File: config.mk
export PLATFORM = sky130hd
export DESIGN_NAME = rxdesc_dma
export DESIGN_NICKNAME = d
export VERILOG_FILES = /design/src/rtl/rxdesc_pkg.sv /design/src/rtl/rxdesc_regs.sv /design/src/rtl/rxdesc_framer.sv /design/src/rtl/rxdesc_ctrl.sv /design/src/rtl/rxdesc_dma.sv
export SDC_FILE = /design/constraint.sdc
export NUM_CORES = 1
export LEC_CHECK = 0
export ABC_AREA = 0
export ABC_CLOCK_PERIOD_IN_PS = 7900
export BUFFER_PORTS_ARGS = -buffer_cell sky130_fd_sc_hd__buf_2
export CAP_MARGIN = 20
export CELL_PAD_IN_SITES_DETAIL_PLACEMENT = 1
export CELL_PAD_IN_SITES_GLOBAL_PLACEMENT = 1
export CORE_MARGIN = 2
export CORE_UTILIZATION = 47
export DETAILED_ROUTE_END_ITERATION = 16
export MAX_ROUTING_LAYER = met4
export PLACE_DENSITY = 0.85
export SLEW_MARGIN = 15
export SYNTH_ARGS = -nofsm -noshare
export SYNTH_HDL_FRONTEND = slang
export SYNTH_SLANG_ARGS = --single-unit
export TNS_END_PERCENT = 20
File: constraint.sdc
create_clock -name clk -period 7.9 [get_ports clk]
set_input_delay 0.79 -clock clk [delete_from_list [all_inputs] [get_ports clk]]
set_output_delay 0.79 -clock clk [all_outputs]
set_load 0.1 [all_outputs]
File: src/rtl/rxdesc_pkg.sv
package rxdesc_pkg;
  // status word bit positions
  localparam int ST_SOF_BIT = 31;
  localparam int ST_EOF_BIT = 30;
  localparam int ST_OWN_BIT = 29;
  localparam int ST_EOQ_BIT = 28;
  localparam int ST_ZLP_BIT = 23;

  // word index inside a descriptor
  localparam int DW_LINK = 0;
  localparam int DW_BUF  = 1;
  localparam int DW_SIZE = 2;
  localparam int DW_STAT = 3;

  // register select
  localparam logic [1:0] RA_HEAD = 2'd0;
  localparam logic [1:0] RA_FREE = 2'd1;
  localparam logic [1:0] RA_CMPL = 2'd2;

  typedef enum logic [2:0] {
    ENG_IDLE,
    ENG_GATE,
    ENG_FETCH,
    ENG_FILL,
    ENG_CLOSE
  } eng_state_e;

  function automatic logic [31:0] pack_status(input logic sof, input logic eof,
                                              input logic eoq, input logic zlp,
                                              input logic [15:0] cnt);
    logic [31:0] w;
    w = '0;
    w[ST_SOF_BIT] = sof;
    w[ST_EOF_BIT] = eof;
    w[ST_OWN_BIT] = 1'b0;
    w[ST_EOQ_BIT] = eoq;
    w[ST_ZLP_BIT] = zlp;
    w[15:0] = cnt;
    return w;
  endfunction
endpackage

File: src/rtl/rxdesc_regs.sv
module rxdesc_regs
  import rxdesc_pkg::*;
#(
  parameter int AW = 32,
  parameter int CW = 16
) (
  input  logic          clk,
  input  logic          rst,
  input  logic          reg_wr,
  input  logic [1:0]    reg_addr,
  input  logic [31:0]   reg_wdata,
  output logic [31:0]   reg_rdata,
  output logic          irq,
  input  logic          busy,
  input  logic [AW-1:0] cur_ptr,
  input  logic          buf_done,
  input  logic [AW-1:0] done_addr,
  output logic [CW-1:0] free_cnt,
  output logic          start,
  output logic [AW-1:0] start_ptr
);
  logic [AW-1:0] cmpl_q;
  logic [AW-1:0] last_done_q;
  logic          any_done_q;
  logic [CW-1:0] add_v;
  logic [CW-1:0] free_nx;
  logic          wr_head, wr_free, wr_cmpl;

  assign wr_head = reg_wr && (reg_addr == RA_HEAD);
  assign wr_free = reg_wr && (reg_addr == RA_FREE);
  assign wr_cmpl = reg_wr && (reg_addr == RA_CMPL);

  always_comb begin
    add_v   = wr_free ? reg_wdata[CW-1:0] : '0;
    free_nx = free_cnt + add_v - {{(CW-1){1'b0}}, buf_done};
  end

  always_ff @(posedge clk) begin
    if (rst) begin
      free_cnt    <= '0;
      start       <= 1'b0;
      start_ptr   <= '0;
      cmpl_q      <= '0;
      last_done_q <= '0;
      any_done_q  <= 1'b0;
      irq         <= 1'b0;
      reg_rdata   <= '0;
    end else begin
      free_cnt <= free_nx;
      start    <= wr_head && !busy && !start;
      if (wr_head && !busy && !start) start_ptr <= reg_wdata[AW-1:0];
      if (wr_cmpl) cmpl_q <= reg_wdata[AW-1:0];
      if (buf_done) begin
        last_done_q <= done_addr;
        any_done_q  <= 1'b1;
      end
      irq <= any_done_q && (last_done_q != cmpl_q);
      case (reg_addr)
        RA_HEAD: reg_rdata <= 32'(cur_ptr);
        RA_FREE: reg_rdata <= 32'(free_cnt);
        RA_CMPL: reg_rdata <= 32'(cmpl_q);
        default: reg_rdata <= '0;
      endcase
    end
  end
endmodule

File: src/rtl/rxdesc_framer.sv
module rxdesc_framer #(
  parameter int MPS = 64
) (
  input  logic clk,
  input  logic rst,
  input  logic take_byte,
  input  logic take_zlp,
  input  logic byte_last,
  input  logic wb_fire,
  input  logic wb_eof,
  output logic short_end,
  output logic sof_pend
);
  localparam int PW = $clog2(MPS + 1);
  localparam logic [PW-1:0] MPS_V = PW'(MPS);

  logic [PW-1:0] pkt_len;

  // the byte being taken closes a packet shorter than the maximum size
  assign short_end = take_byte && byte_last && ((pkt_len + 1'b1) < MPS_V);

  always_ff @(posedge clk) begin
    if (rst) begin
      pkt_len  <= '0;
      sof_pend <= 1'b1;
    end else begin
      if (take_zlp) begin
        pkt_len <= '0;
      end else if (take_byte) begin
        if (byte_last)             pkt_len <= '0;
        else if (pkt_len != MPS_V) pkt_len <= pkt_len + 1'b1;
      end
      if (wb_fire) sof_pend <= wb_eof;
    end
  end
endmodule

File: src/rtl/rxdesc_ctrl.sv
module rxdesc_ctrl
  import rxdesc_pkg::*;
#(
  parameter int AW = 32
) (
  input  logic          clk,
  input  logic          rst,
  input  logic          start,
  input  logic [AW-1:0] start_ptr,
  input  logic          free_nz,
  input  logic          s_valid,
  input  logic [7:0]    s_data,
  input  logic          s_zlp,
  output logic          s_ready,
  input  logic          short_end,
  input  logic          sof_pend,
  output logic          take_byte,
  output logic          take_zlp,
  output logic          buf_done,
  output logic          wb_eof,
  output logic [AW-1:0] done_addr,
  output logic          mem_req,
  output logic          mem_we,
  output logic [AW-1:0] mem_addr,
  output logic [3:0]    mem_be,
  output logic [31:0]   mem_wdata,
  input  logic [31:0]   mem_rdata,
  output logic          busy,
  output logic [AW-1:0] cur_ptr
);
  localparam logic [AW-1:0] OFS_STAT = AW'(4 * DW_STAT);

  eng_state_e    state_q;
  logic [2:0]    fcnt_q;
  logic [AW-1:0] cur_q, link_q, bptr_q;
  logic [15:0]   bsize_q, off_q, off_nx;
  logic          eof_q, zf_q;
  logic [AW-1:0] baddr;

  assign take_byte = s_ready && s_valid && !s_zlp;
  assign take_zlp  = s_ready && s_valid && s_zlp;
  assign buf_done  = (state_q == ENG_CLOSE);
  assign wb_eof    = eof_q;
  assign done_addr = cur_q;
  assign busy      = (state_q != ENG_IDLE);
  assign cur_ptr   = cur_q;
  assign off_nx    = off_q + 16'd1;
  assign baddr     = bptr_q + AW'(off_q);

  always_ff @(posedge clk) begin
    if (rst) begin
      state_q   <= ENG_IDLE;
      fcnt_q    <= '0;
      cur_q     <= '0;
      link_q    <= '0;
      bptr_q    <= '0;
      bsize_q   <= '0;
      off_q     <= '0;
      eof_q     <= 1'b0;
      zf_q      <= 1'b0;
      s_ready   <= 1'b0;
      mem_req   <= 1'b0;
      mem_we    <= 1'b0;
      mem_addr  <= '0;
      mem_be    <= '0;
      mem_wdata <= '0;
    end else begin
      mem_req <= 1'b0;
      mem_we  <= 1'b0;
      case (state_q)
        ENG_IDLE: begin
          if (start) begin
            cur_q   <= start_ptr;
            state_q <= ENG_GATE;
          end
        end
        ENG_GATE: begin
          if (free_nz) begin
            fcnt_q  <= '0;
            state_q <= ENG_FETCH;
          end
        end
        ENG_FETCH: begin
          // reads issued at counts 0..2, data captured two counts later
          if (fcnt_q < 3'd3) begin
            mem_req  <= 1'b1;
            mem_addr <= cur_q + AW'({fcnt_q, 2'b00});
            mem_be   <= 4'hF;
          end
          case (fcnt_q)
            3'd2: link_q <= mem_rdata[AW-1:0];
            3'd3: bptr_q <= mem_rdata[AW-1:0];
            3'd4: begin
              bsize_q <= mem_rdata[15:0];
              off_q   <= '0;
              s_ready <= 1'b1;
              state_q <= ENG_FILL;
            end
            default: ;
          endcase
          fcnt_q <= fcnt_q + 3'd1;
        end
        ENG_FILL: begin
          if (take_zlp) begin
            eof_q   <= 1'b1;
            zf_q    <= (off_q == 16'd0);
            s_ready <= 1'b0;
            state_q <= ENG_CLOSE;
          end else if (take_byte) begin
            mem_req   <= 1'b1;
            mem_we    <= 1'b1;
            mem_addr  <= baddr;
            mem_be    <= 4'b0001 << baddr[1:0];
            mem_wdata <= {4{s_data}};
            off_q     <= off_nx;
            if (short_end || (off_nx >= bsize_q)) begin
              eof_q   <= short_end;
              zf_q    <= 1'b0;
              s_ready <= 1'b0;
              state_q <= ENG_CLOSE;
            end
          end
        end
        ENG_CLOSE: begin
          mem_req   <= 1'b1;
          mem_we    <= 1'b1;
          mem_addr  <= cur_q + OFS_STAT;
          mem_be    <= 4'hF;
          mem_wdata <= pack_status(sof_pend, eof_q, (link_q == '0), zf_q, off_q);
          if (link_q == '0) begin
            state_q <= ENG_IDLE;
          end else begin
            cur_q   <= link_q;
            state_q <= ENG_GATE;
          end
        end
        default: state_q <= ENG_IDLE;
      endcase
    end
  end
endmodule

File: src/rtl/rxdesc_dma.sv
module rxdesc_dma
  import rxdesc_pkg::*;
#(
  parameter int AW  = 32,
  parameter int CW  = 16,
  parameter int MPS = 64
) (
  input  logic          clk,
  input  logic          rst,
  input  logic          reg_wr,
  input  logic [1:0]    reg_addr,
  input  logic [31:0]   reg_wdata,
  output logic [31:0]   reg_rdata,
  output logic          irq,
  input  logic          s_valid,
  output logic          s_ready,
  input  logic [7:0]    s_data,
  input  logic          s_last,
  input  logic          s_zlp,
  output logic          mem_req,
  output logic          mem_we,
  output logic [AW-1:0] mem_addr,
  output logic [3:0]    mem_be,
  output logic [31:0]   mem_wdata,
  input  logic [31:0]   mem_rdata
);
  logic          busy_w, start_w, buf_done_w, wb_eof_w;
  logic          take_byte_w, take_zlp_w, short_end_w, sof_pend_w;
  logic [AW-1:0] cur_w, start_ptr_w, done_addr_w;
  logic [CW-1:0] free_cnt_w;

  rxdesc_regs #(.AW(AW), .CW(CW)) u_regs (
    .clk(clk), .rst(rst), .reg_wr(reg_wr), .reg_addr(reg_addr),
    .reg_wdata(reg_wdata), .reg_rdata(reg_rdata), .irq(irq),
    .busy(busy_w), .cur_ptr(cur_w), .buf_done(buf_done_w),
    .done_addr(done_addr_w), .free_cnt(free_cnt_w), .start(start_w),
    .start_ptr(start_ptr_w)
  );

  rxdesc_framer #(.MPS(MPS)) u_framer (
    .clk(clk), .rst(rst), .take_byte(take_byte_w), .take_zlp(take_zlp_w),
    .byte_last(s_last), .wb_fire(buf_done_w), .wb_eof(wb_eof_w),
    .short_end(short_end_w), .sof_pend(sof_pend_w)
  );

  rxdesc_ctrl #(.AW(AW)) u_ctrl (
    .clk(clk), .rst(rst), .start(start_w), .start_ptr(start_ptr_w),
    .free_nz(free_cnt_w != '0), .s_valid(s_valid), .s_data(s_data),
    .s_zlp(s_zlp), .s_ready(s_ready), .short_end(short_end_w),
    .sof_pend(sof_pend_w), .take_byte(take_byte_w), .take_zlp(take_zlp_w),
    .buf_done(buf_done_w), .wb_eof(wb_eof_w), .done_addr(done_addr_w),
    .mem_req(mem_req), .mem_we(mem_we), .mem_addr(mem_addr),
    .mem_be(mem_be), .mem_wdata(mem_wdata), .mem_rdata(mem_rdata),
    .busy(busy_w), .cur_ptr(cur_w)
  );
endmodule

# Yosys cells after proc, flatten, opt, wreduce, memory -nomap -nowiden
# Index checks and enable logic that the tools add are counted.
# totals
in_bits	80
ff_bits	362
romBits	0
ramBits	0
latch_bits	0
n_memories	0
# op_classes
bitwise	0
n_reduce_logical	42
n_addsub	8
n_eq_ne	20
n_mul	0
div_mod_pow	0
shift	1
magnitude_cmp	3
muxes	46
# op_table
op	n
$mux W32	7
$pmux W32 S3	2
$pmux W32 S2	2
$mux W16	4
$add A32 B16 Y32	1
$add A32 B4 Y32 const B	1
$add A32 B5 Y32	1
$logic_not A32 Y1	1
$ne A32 B32 Y1	1
$pmux W16 S2	1
$mux W3	7
$add A16 B1 Y16 const B	1
$add A16 B16 Y16	1
$ge A16 B16 Y1	1
$logic_not A16 Y1	1
$reduce_bool A16 Y1	1
$sub A16 B1 Y16	1
$pmux W3 S5	1
$mux W7	2
$reduce_bool A2 Y1	7
$eq A3 B2 Y1 const B	4
$mux W1	12
$mux W4	3
$pmux W4 S3	1
28 further kinds	56

# Logic depth before layout (Yosys ltp)
# Gate-level depths: netlist (run 1).
# logic_depth
word_depth	9
depth_mapped	17
mapped_depth_nobuf	15

# Cells and area by module
# Synthesis (run 1) repeated with hierarchy kept, for this count alone.
# hier_totals
hier_cells	2252
hier_area_um2	17857.1
# by_module_without_submodules
mod	n_inst	area_each_um2	cells_per_inst
rxdesc_ctrl	1	10712.8	1403
rxdesc_regs	1	6651.4	791
rxdesc_framer	1	461.7	53
rxdesc_dma	1	31.3	5

# Worst setup path before layout (run 1)
# No wires, ideal clock.
# synth_timing
path_type	input to register
start	input port reg_addr[1]
end	register u_regs.free_cnt[15]
setup_slack_ns	3.987
arrival_ns	3.768
stages	15
t_required_ns	7.755
setup_ns	0.145
path_cell_list	clkbuf_1 > nor2b_1 > buf_2 > and2_1 > clkbuf_1 > clkbuf_1 > nand2_1 > ha_1 > inv_1 > ha_1 > a2111oi_0 > a211oi_1 > nor2b_1 > o41ai_1 > o311ai_0
# synth_via
elab_chain_cells	5
# synth_lines
element	line	text
start: declaration	rxdesc_dma.sv:11	input logic [1:0] reg_addr,
$eq A2 B1 Y1	rxdesc_regs.sv:30	assign wr_free = reg_wr && (reg_addr == RA_FREE);
$logic_and A1 B1 Y1	rxdesc_regs.sv:30	
$mux W16	rxdesc_regs.sv:34	add_v = wr_free ? reg_wdata[CW-1:0] : '0;
$add A16 B16 Y16	rxdesc_regs.sv:35	free_nx = free_cnt + add_v - {{(CW-1){1'b0}}, buf_done};
$sub A16 B1 Y16	rxdesc_regs.sv:35	
end signal: assignment	rxdesc_regs.sv:49	free_cnt <= free_nx;
end: declaration	rxdesc_regs.sv:18	output logic [CW-1:0] free_cnt,
# Every way passes these cells.
# A chain may end at the register's enable or synchronous reset.

# Worst setup path after layout (run 1)
# layout_timing
start	register u_ctrl.state_q[1]
end	register u_ctrl.mem_addr[17]
# layout_via
elab_chain_cells	3
elab_cells_between_ends	9
# layout_lines
element	line	text
start: declaration	rxdesc_ctrl.sv:33	eng_state_e state_q;
start signal: assignment	rxdesc_ctrl.sv:52	state_q <= ENG_IDLE;
start signal: assignment	rxdesc_ctrl.sv:74	state_q <= ENG_GATE;
start signal: assignment	rxdesc_ctrl.sv:80	state_q <= ENG_FETCH;
$eq A3 B2 Y1 or $eq A3 B3 Y1 (tied branches)	rxdesc_ctrl.sv:70	case (state_q)
$ne A2 B1 Y1 (no line) (tied with other cells)	-	
$reduce_and A4 Y1 (no line)	-	
end signal: assignment	rxdesc_ctrl.sv:87	mem_addr <= cur_q + AW'({fcnt_q, 2'b00});
end signal: assignment	rxdesc_ctrl.sv:112	mem_addr <= baddr;
end signal: assignment	rxdesc_ctrl.sv:127	mem_addr <= cur_q + OFS_STAT;
end: declaration	rxdesc_ctrl.sv:24	output logic [AW-1:0] mem_addr,
# Several ways; a longest one is shown, not always the timed one.

==> results of run 1 <==
power groups by stage:
| stage | Combinational [W] | Sequential (W) | Clock [W] |
|---|---|---|---|
| floorplan | 0.000657 | 0.00236 | 0 |
| global placement | 0.00122 | 0.00208 | 0 |
| detailed placement | 0.00125 | 0.00208 | 0 |
| CTS | 0.00126 | 0.00204 | 0.00210 |
| global route | 0.00137 | 0.00206 | 0.00218 |
| finish | 0.00127 | 0.00204 | 0.00207 |
through the flow:
step | setup WS [ps] | cell area [um2] | utilization [%]
2_1_floorplan | 3990 | 17400 | -
3_5_place_dp | 3150 | 18400 | 50.4
4_1_cts | 3610 | 19900 | 54.4
3_3_place_gp | 3300 | 18400 | 50.4
5_1_grt | 3180 | 19900 | 54.4
6_report | 3620 | 19900 | 54.4
logic make-up after synthesis:
family                     Yosys count
AOI/OAI and AO/OA                  479
and+or+nand+nor                    925
xor gates and xnor gates           106
DFF                                357
muxes                               36
buffers and inverters              223
adders and majority gates           75
layer usage:
layer  global-route usage [%]  share of wire [%]  up-vias
li1                         -                  -     7748
met1                     42.1                 45     8262
met2                     51.5                 47      461
met3                     4.35                5.4       90
met4                     7.52                2.0        0
met5                        -                  0        -
final cells by class:
cell class	count	share of cell area [%]
repair buffers	206	5.58
well taps	468	2.95
clock buffers	59	6.01
inverters	74	1.40
multi-input cells	1621	46.8
clock inverters	15	1.33
flip-flops and latches	357	36.0
worst max-delay path by stage:
stage | startpoint | depth (start not counted) | end
after floorplan | reg_addr[1] | 15 | u_regs.free_cnt[15]
after global placement | reg_addr[1] | 15 | u_regs.free_cnt[15]
after detailed placement | reg_addr[1] | 15 | u_regs.free_cnt[15]
after CTS | u_ctrl.state_q[1] | 14 | u_regs.free_cnt[14]
after global routing | u_ctrl.state_q[1] | 13 | u_regs.free_cnt[15]
final | u_ctrl.state_q[1] | 11 | u_ctrl.mem_addr[17]
critical path, delay by kind of cell, from the launching register on:
kind / cells / cell delay (ps)
compound gates: 4 / 1080
xor+xnor: 1 / 170
fa+ha+maj: 1 / 360
buf+inv: 1 / 700
flops: 1 / 620
simple gates: 4 / 1130
placed cells by master (no fill, tap or decap), types with 41 or more instances in the layout:
cell type / count
buf_2: 182
a21oi_1: 261
dfxtp_1: 357
clkbuf_16: 41
xor2_1: 67
ha_1: 72
nor3_1: 48
inv_1: 71
nor2_1: 178
nand2_1: 501
nand3_1: 45
state kept, by name (all words and copies together), names as in the netlist, 7 cells and up:
name / count
u_regs.start_ptr: 32
u_regs.last_done_q: 32
u_regs.free_cnt: 16
u_ctrl.mem_addr: 32
u_regs.cmpl_q: 32
u_regs.reg_rdata: 32
u_framer.pkt_len: 7
u_ctrl.cur_ptr: 32
u_ctrl.link_q: 32
u_ctrl.off_q: 16
u_ctrl.mem_wdata: 27
u_ctrl.bsize_q: 16
u_ctrl.bptr_q: 32
==> results.toml, run 1 <==
[min_path]
min_path_type = "register to register"
min_from = "u_ctrl.mem_addr[11]"
holdPathStages = 2
min_to = "u_ctrl.mem_addr[11]"

[placement]
io_buffers = 183
dp.cells = 2725
dpl.hpwl_um = 42400
globalplace.congestion = 0.881

[logic_synthesis]
synth_cell_types = 80
muxShareOfSynthArea_pct = 2.08
synthArstFlopShare_pct = 0
synth_top_family_by_area = "simple AND/OR/NAND/NOR gates"
synth_compound_area_share_pct = 17.1
synth_seq_area_share_pct = 41.2
yosysTopAreaCellShare_pct = 41.2
yosysWarnings = 0
synth_xor_xnor_area_share_pct = 5.35
synth-edff-count = 0
synth_fa_ha_area_share_pct = 5.54
synth_ff_type = "dfxtp_1"
ys_ff_latch = 357
syn_avg_cell_area_um2 = 7.89
synth.most_common_cell = "nand2_1"
syn_area_um2 = 17400
synth_common_cells = "nand2_1 (501), dfxtp_1 (357), a21oi_1 (261)"
synth_area_leader_cell = "dfxtp_1"
syn_nets = 2356
yosys-top-cells-area = "dfxtp_1 (41%), nand2_1 (11%), a21oi_1 (7.5%), ha_1 (5.2%), nor2_1 (3.8%)"
syn-instance-count = 2201
synthSimpleGateAreaFrac_pct = 23.4

[sta]
finalCritPeriodShare_pct = 54.2
tns_ps = 0
hold_ws_ps = 453
drv_slew = 0
hold_viol = 0
tightestPinTransition_ps = 1000
timing.fmax_mhz = 233
rsz0062_at_grt = "false"
finalClockSkew_ps = 30.7
fin_crit_ps = 4280
max-slew-margin-rel_pct = 33.3
setup_viol = 0

[clocking]
clockBufferDepth = 3
clock_sinks = 357
postCtsSetupBuffers = 0
hold_buffers = 0
tritoncts = "done"
clk_pin_slew_ps = 60
cts-root-buf = "clkbuf_16"
cts-resized-gates = 0
clk_latency_ps = 570
numCtsBuffers = 41
cts_max_level = 2

[power_and_ir_drop]
seqPwrFrac_pct = 38.0
leakage_nw = 8.12
p_sw_w = 0.00182
p_int_w = 0.00356
combPwrFrac_pct = 23.5
swShare_pct = 33.9
vdd_drop_max_mv = 0.220
power.density_nw_per_um2 = 271
total_power_w = 0.00538
power_frac_clock_pct = 38.5

[worst_setup_path]
critPathSlowestCell = "buf_4"
r2r_start = "u_ctrl.state_q[1]"
path_class = "register to register"
worst_setup_path_start_kind = "register"
cp-end-kind = "register"
cp_data_required_time_ps = 8310
cp.arrival_ps = 4690
path_cells = "or3_2, buf_4, nand2_1, ha_1, a21o_1, a21oi_1, and4bb_2, xnor2_1, nor3_1, a221oi_1, a21oi_1"
r2r-end = "u_ctrl.mem_addr[17]"
r2r_setup_slack_ps = 3620
crit_top_cell = "a21oi_1"
cpPeakStageDelay_ps = 700
r2r_cells = 11
cp_max_fo = 70

[routing]
wl_per_cell_um = 21.3
first_iter_violations = 1213
antenna_left = 0
drc_errors = 0
wl_um = 59700
drt-pass1-iter-count = 5
vias = 16561
via_per_inst = 5.91

[final_layout]
fillers = 4441
fin_cells = 2800
layout.nets = 2456
diodes = 0
drive_above_1_share_pct = 12.8
ff_latch_area_um2 = 7150
synthToLayoutAreaGrowth_pct = 14.5
multiInputGateArea_um2 = 9300

[run]
cap_violations = 0

[global_route]
grt_pass1_vias = 16630
grt-ovfl-total = 0
grt_max_degree = 98
grt_pass1_wl_um = 94000
antenna_found_initial = 0
grt.total_usage_pct = 31.7

[die]
initial_core_util_pct = 47.5
rows = 70
die_y_um = 196
die_x_um = 196
ioPinCount = 184
core_um2 = 36500
die_area_um2 = 38500

[outcome]
status = "finished clean"
Power figures use the tool's default switching activity.
==> run 2: changes to the inputs <==
ABC_CLOCK_PERIOD_IN_PS = 3730   (was 7900)
CORE_UTILIZATION = 40   (was 47)
PLACE_DENSITY = 0.77   (was 0.85)
clock period = 3.73 ns   (was 7.9 ns; I/O delays follow)
==> run 2 against run 1 <==
Net effect:
- power is 110% higher
- critical path depth up 4
- sequential power rose by 110%
- largest power group is now registers
==> results.toml, run 2 (synthesis gave the netlist of run 1 again) <==
[outcome]
status = "finished clean"

[worst_setup_path]
r2r-end = "u_regs.free_cnt[12]"
path_class = "register to register"
worst_setup_path_start_kind = "register"
cp.arrival_ps = 3910
cp_data_required_time_ps = 4180
critPathSlowestCell = "or3_2"
cp-end-kind = "register"
cp_max_fo = 6
r2r_cells = 15
r2r_start = "u_ctrl.state_q[2]"
r2r_setup_slack_ps = 260
cpPeakStageDelay_ps = 510
path_cells = "inv_2, or3_2, inv_2, ha_1, inv_1, ha_1, inv_1, fa_1, nor2b_1, o21a_1, o21ai_0, a211oi_1, nor3_1, xor2_1, nor2_1"

[min_path]
min_from = "reg_wdata[26]"
min_path_type = "input port to register"
min_to = "u_regs.cmpl_q[26]"
holdPathStages = 3

[final_layout]
layout.nets = 2466
synthToLayoutAreaGrowth_pct = 15.6
final_common_cell = "nand2_1"
final_cell_mix = "nand2_1 (501), dfxtp_1 (355), a21oi_1 (260)"
diodes = 0
drive_above_1_share_pct = 13.6

[routing]
antenna_left = 0
drc_errors = 0
vias = 16153
via_per_inst = 5.51
drt-pass1-iter-count = 5
wl_per_cell_um = 20.7
wl_um = 60600
first_iter_violations = 1170

[power_and_ir_drop]
power.density_nw_per_um2 = 561
vdd_drop_max_mv = 0.610
leakage_nw = 8.16

[placement]
globalplace.congestion = 0.940
place_ws_ps = 131
io_buffers = 183
dpl.hpwl_um = 43900

[run]
cap_violations = 0

[clocking]
clk_latency_ps = 580
clockBufferDepth = 3
clk_pin_slew_ps = 60
postCtsSetupBuffers = 0
cts-root-buf = "clkbuf_16"
numCtsBuffers = 43
clock_sinks = 357
cts_max_level = 2
tritoncts = "done"

[sta]
rsz0062_at_grt = "false"
fin_ws_ps = 265
finalClockSkew_ps = 31.6
finalCritPeriodShare_pct = 92.9
hold_viol = 0
tightestPinTransition_ps = 1000
drv_slew = 0
setup_viol = 0
timing.fmax_mhz = 289
hold_ws_ps = 57.5
fin_crit_ps = 3470
tns_ps = 0
max-slew-margin-rel_pct = 33.3

[global_route]
grt.total_usage_pct = 27.4
grt-ovfl-total = 0
antenna_found_initial = 0
grt_max_degree = 162
grt_pass1_wl_um = 93300
grt_pass1_vias = 16348

[die]
die_y_um = 212
core_um2 = 43000
die_area_um2 = 45100
ioPinCount = 184
initial_core_util_pct = 40.4
die_x_um = 212
rows = 76
## run 2: cell types whose count changed in the layout (fill, tap and decap cells not counted), moves of 2 or more
cell       previous run  this run
dfxtp_1             357       355
clkbuf_16            41        44
clkbuf_1              8         5
dfxtp_2               0         2
clkinv_2              4        13
bufinv_16             7         2
buf_4                21        30
## run 2: worst max path at each step
stage,start,endpoint,slack (ps),depth (start not counted)
floorplan,reg_addr[1],u_regs.free_cnt[15],230,15
global placement,u_ctrl.off_q[1],u_ctrl.zf_q,330,14
detailed placement,u_ctrl.off_q[1],u_ctrl.s_ready,130,13
CTS,u_ctrl.off_q[1],u_ctrl.s_ready,120,13
global route,u_ctrl.state_q[2],u_regs.free_cnt[12],70,15
finish,u_ctrl.state_q[2],u_regs.free_cnt[12],260,15
## run 2: cell type report
| cell class | count | area (um2) |
|---|---|---|
| fillers | 5337 | 22900 |
| inverters | 74 | 278 |
| multi-input cells | 1621 | 9300 |
| repair buffers | 214 | 1170 |
| flip-flops and latches | 357 | 7150 |
| well taps | 585 | 732 |
| clock buffers | 58 | 1240 |
| clock inverters | 21 | 183 |
## run 2: repair_timing
action                                 in CTS  in global routing
hold buffers                                0                  0
resized for setup                           0                  4
setup endpoints to repair                   0                  5
endpoints found under the hold margin       0                  0
## run 2: per-layer routing
layer  wire [um]  global-route usage [%]
met1       28200                    36.2
met5           0                       -
met2       28100                    43.8
met4        1590                    8.73
met3        2720                    3.43
## run 2: report_power, final
part           switching, W  internal, W  total [W]
registers          0.000269      0.00406    0.00433
logic               0.00193     0.000766    0.00270
clock network       0.00174      0.00249    0.00422
## run 2: per-stage QoR
| step | instances | util (%) | power, W | cell area, um2 |
|---|---|---|---|---|
| final | 2930 | 46.7 | 0.0113 | 20100 |
| after global routing | 2930 | 46.7 | 0.0117 | 20100 |
| after detailed placement | 2851 | 43.3 | 0.00707 | 18600 |
| after floorplan | 2201 | - | 0.00640 | 17400 |
| after CTS | 2930 | 46.6 | 0.0113 | 20100 |
| after global placement | 2851 | 43.3 | 0.00702 | 18600 |
## run 2: critical path: cells and delay by family (launching register included)
kind                     cells  cell delay, ps
XOR/XNOR                     1             180
flip-flops                   1             430
AO/OA/AOI/OAI                3             750
buffers and inverters        4             310
AND/OR/NAND/NOR              4             890
adder cells (fa/ha/maj)      3             760
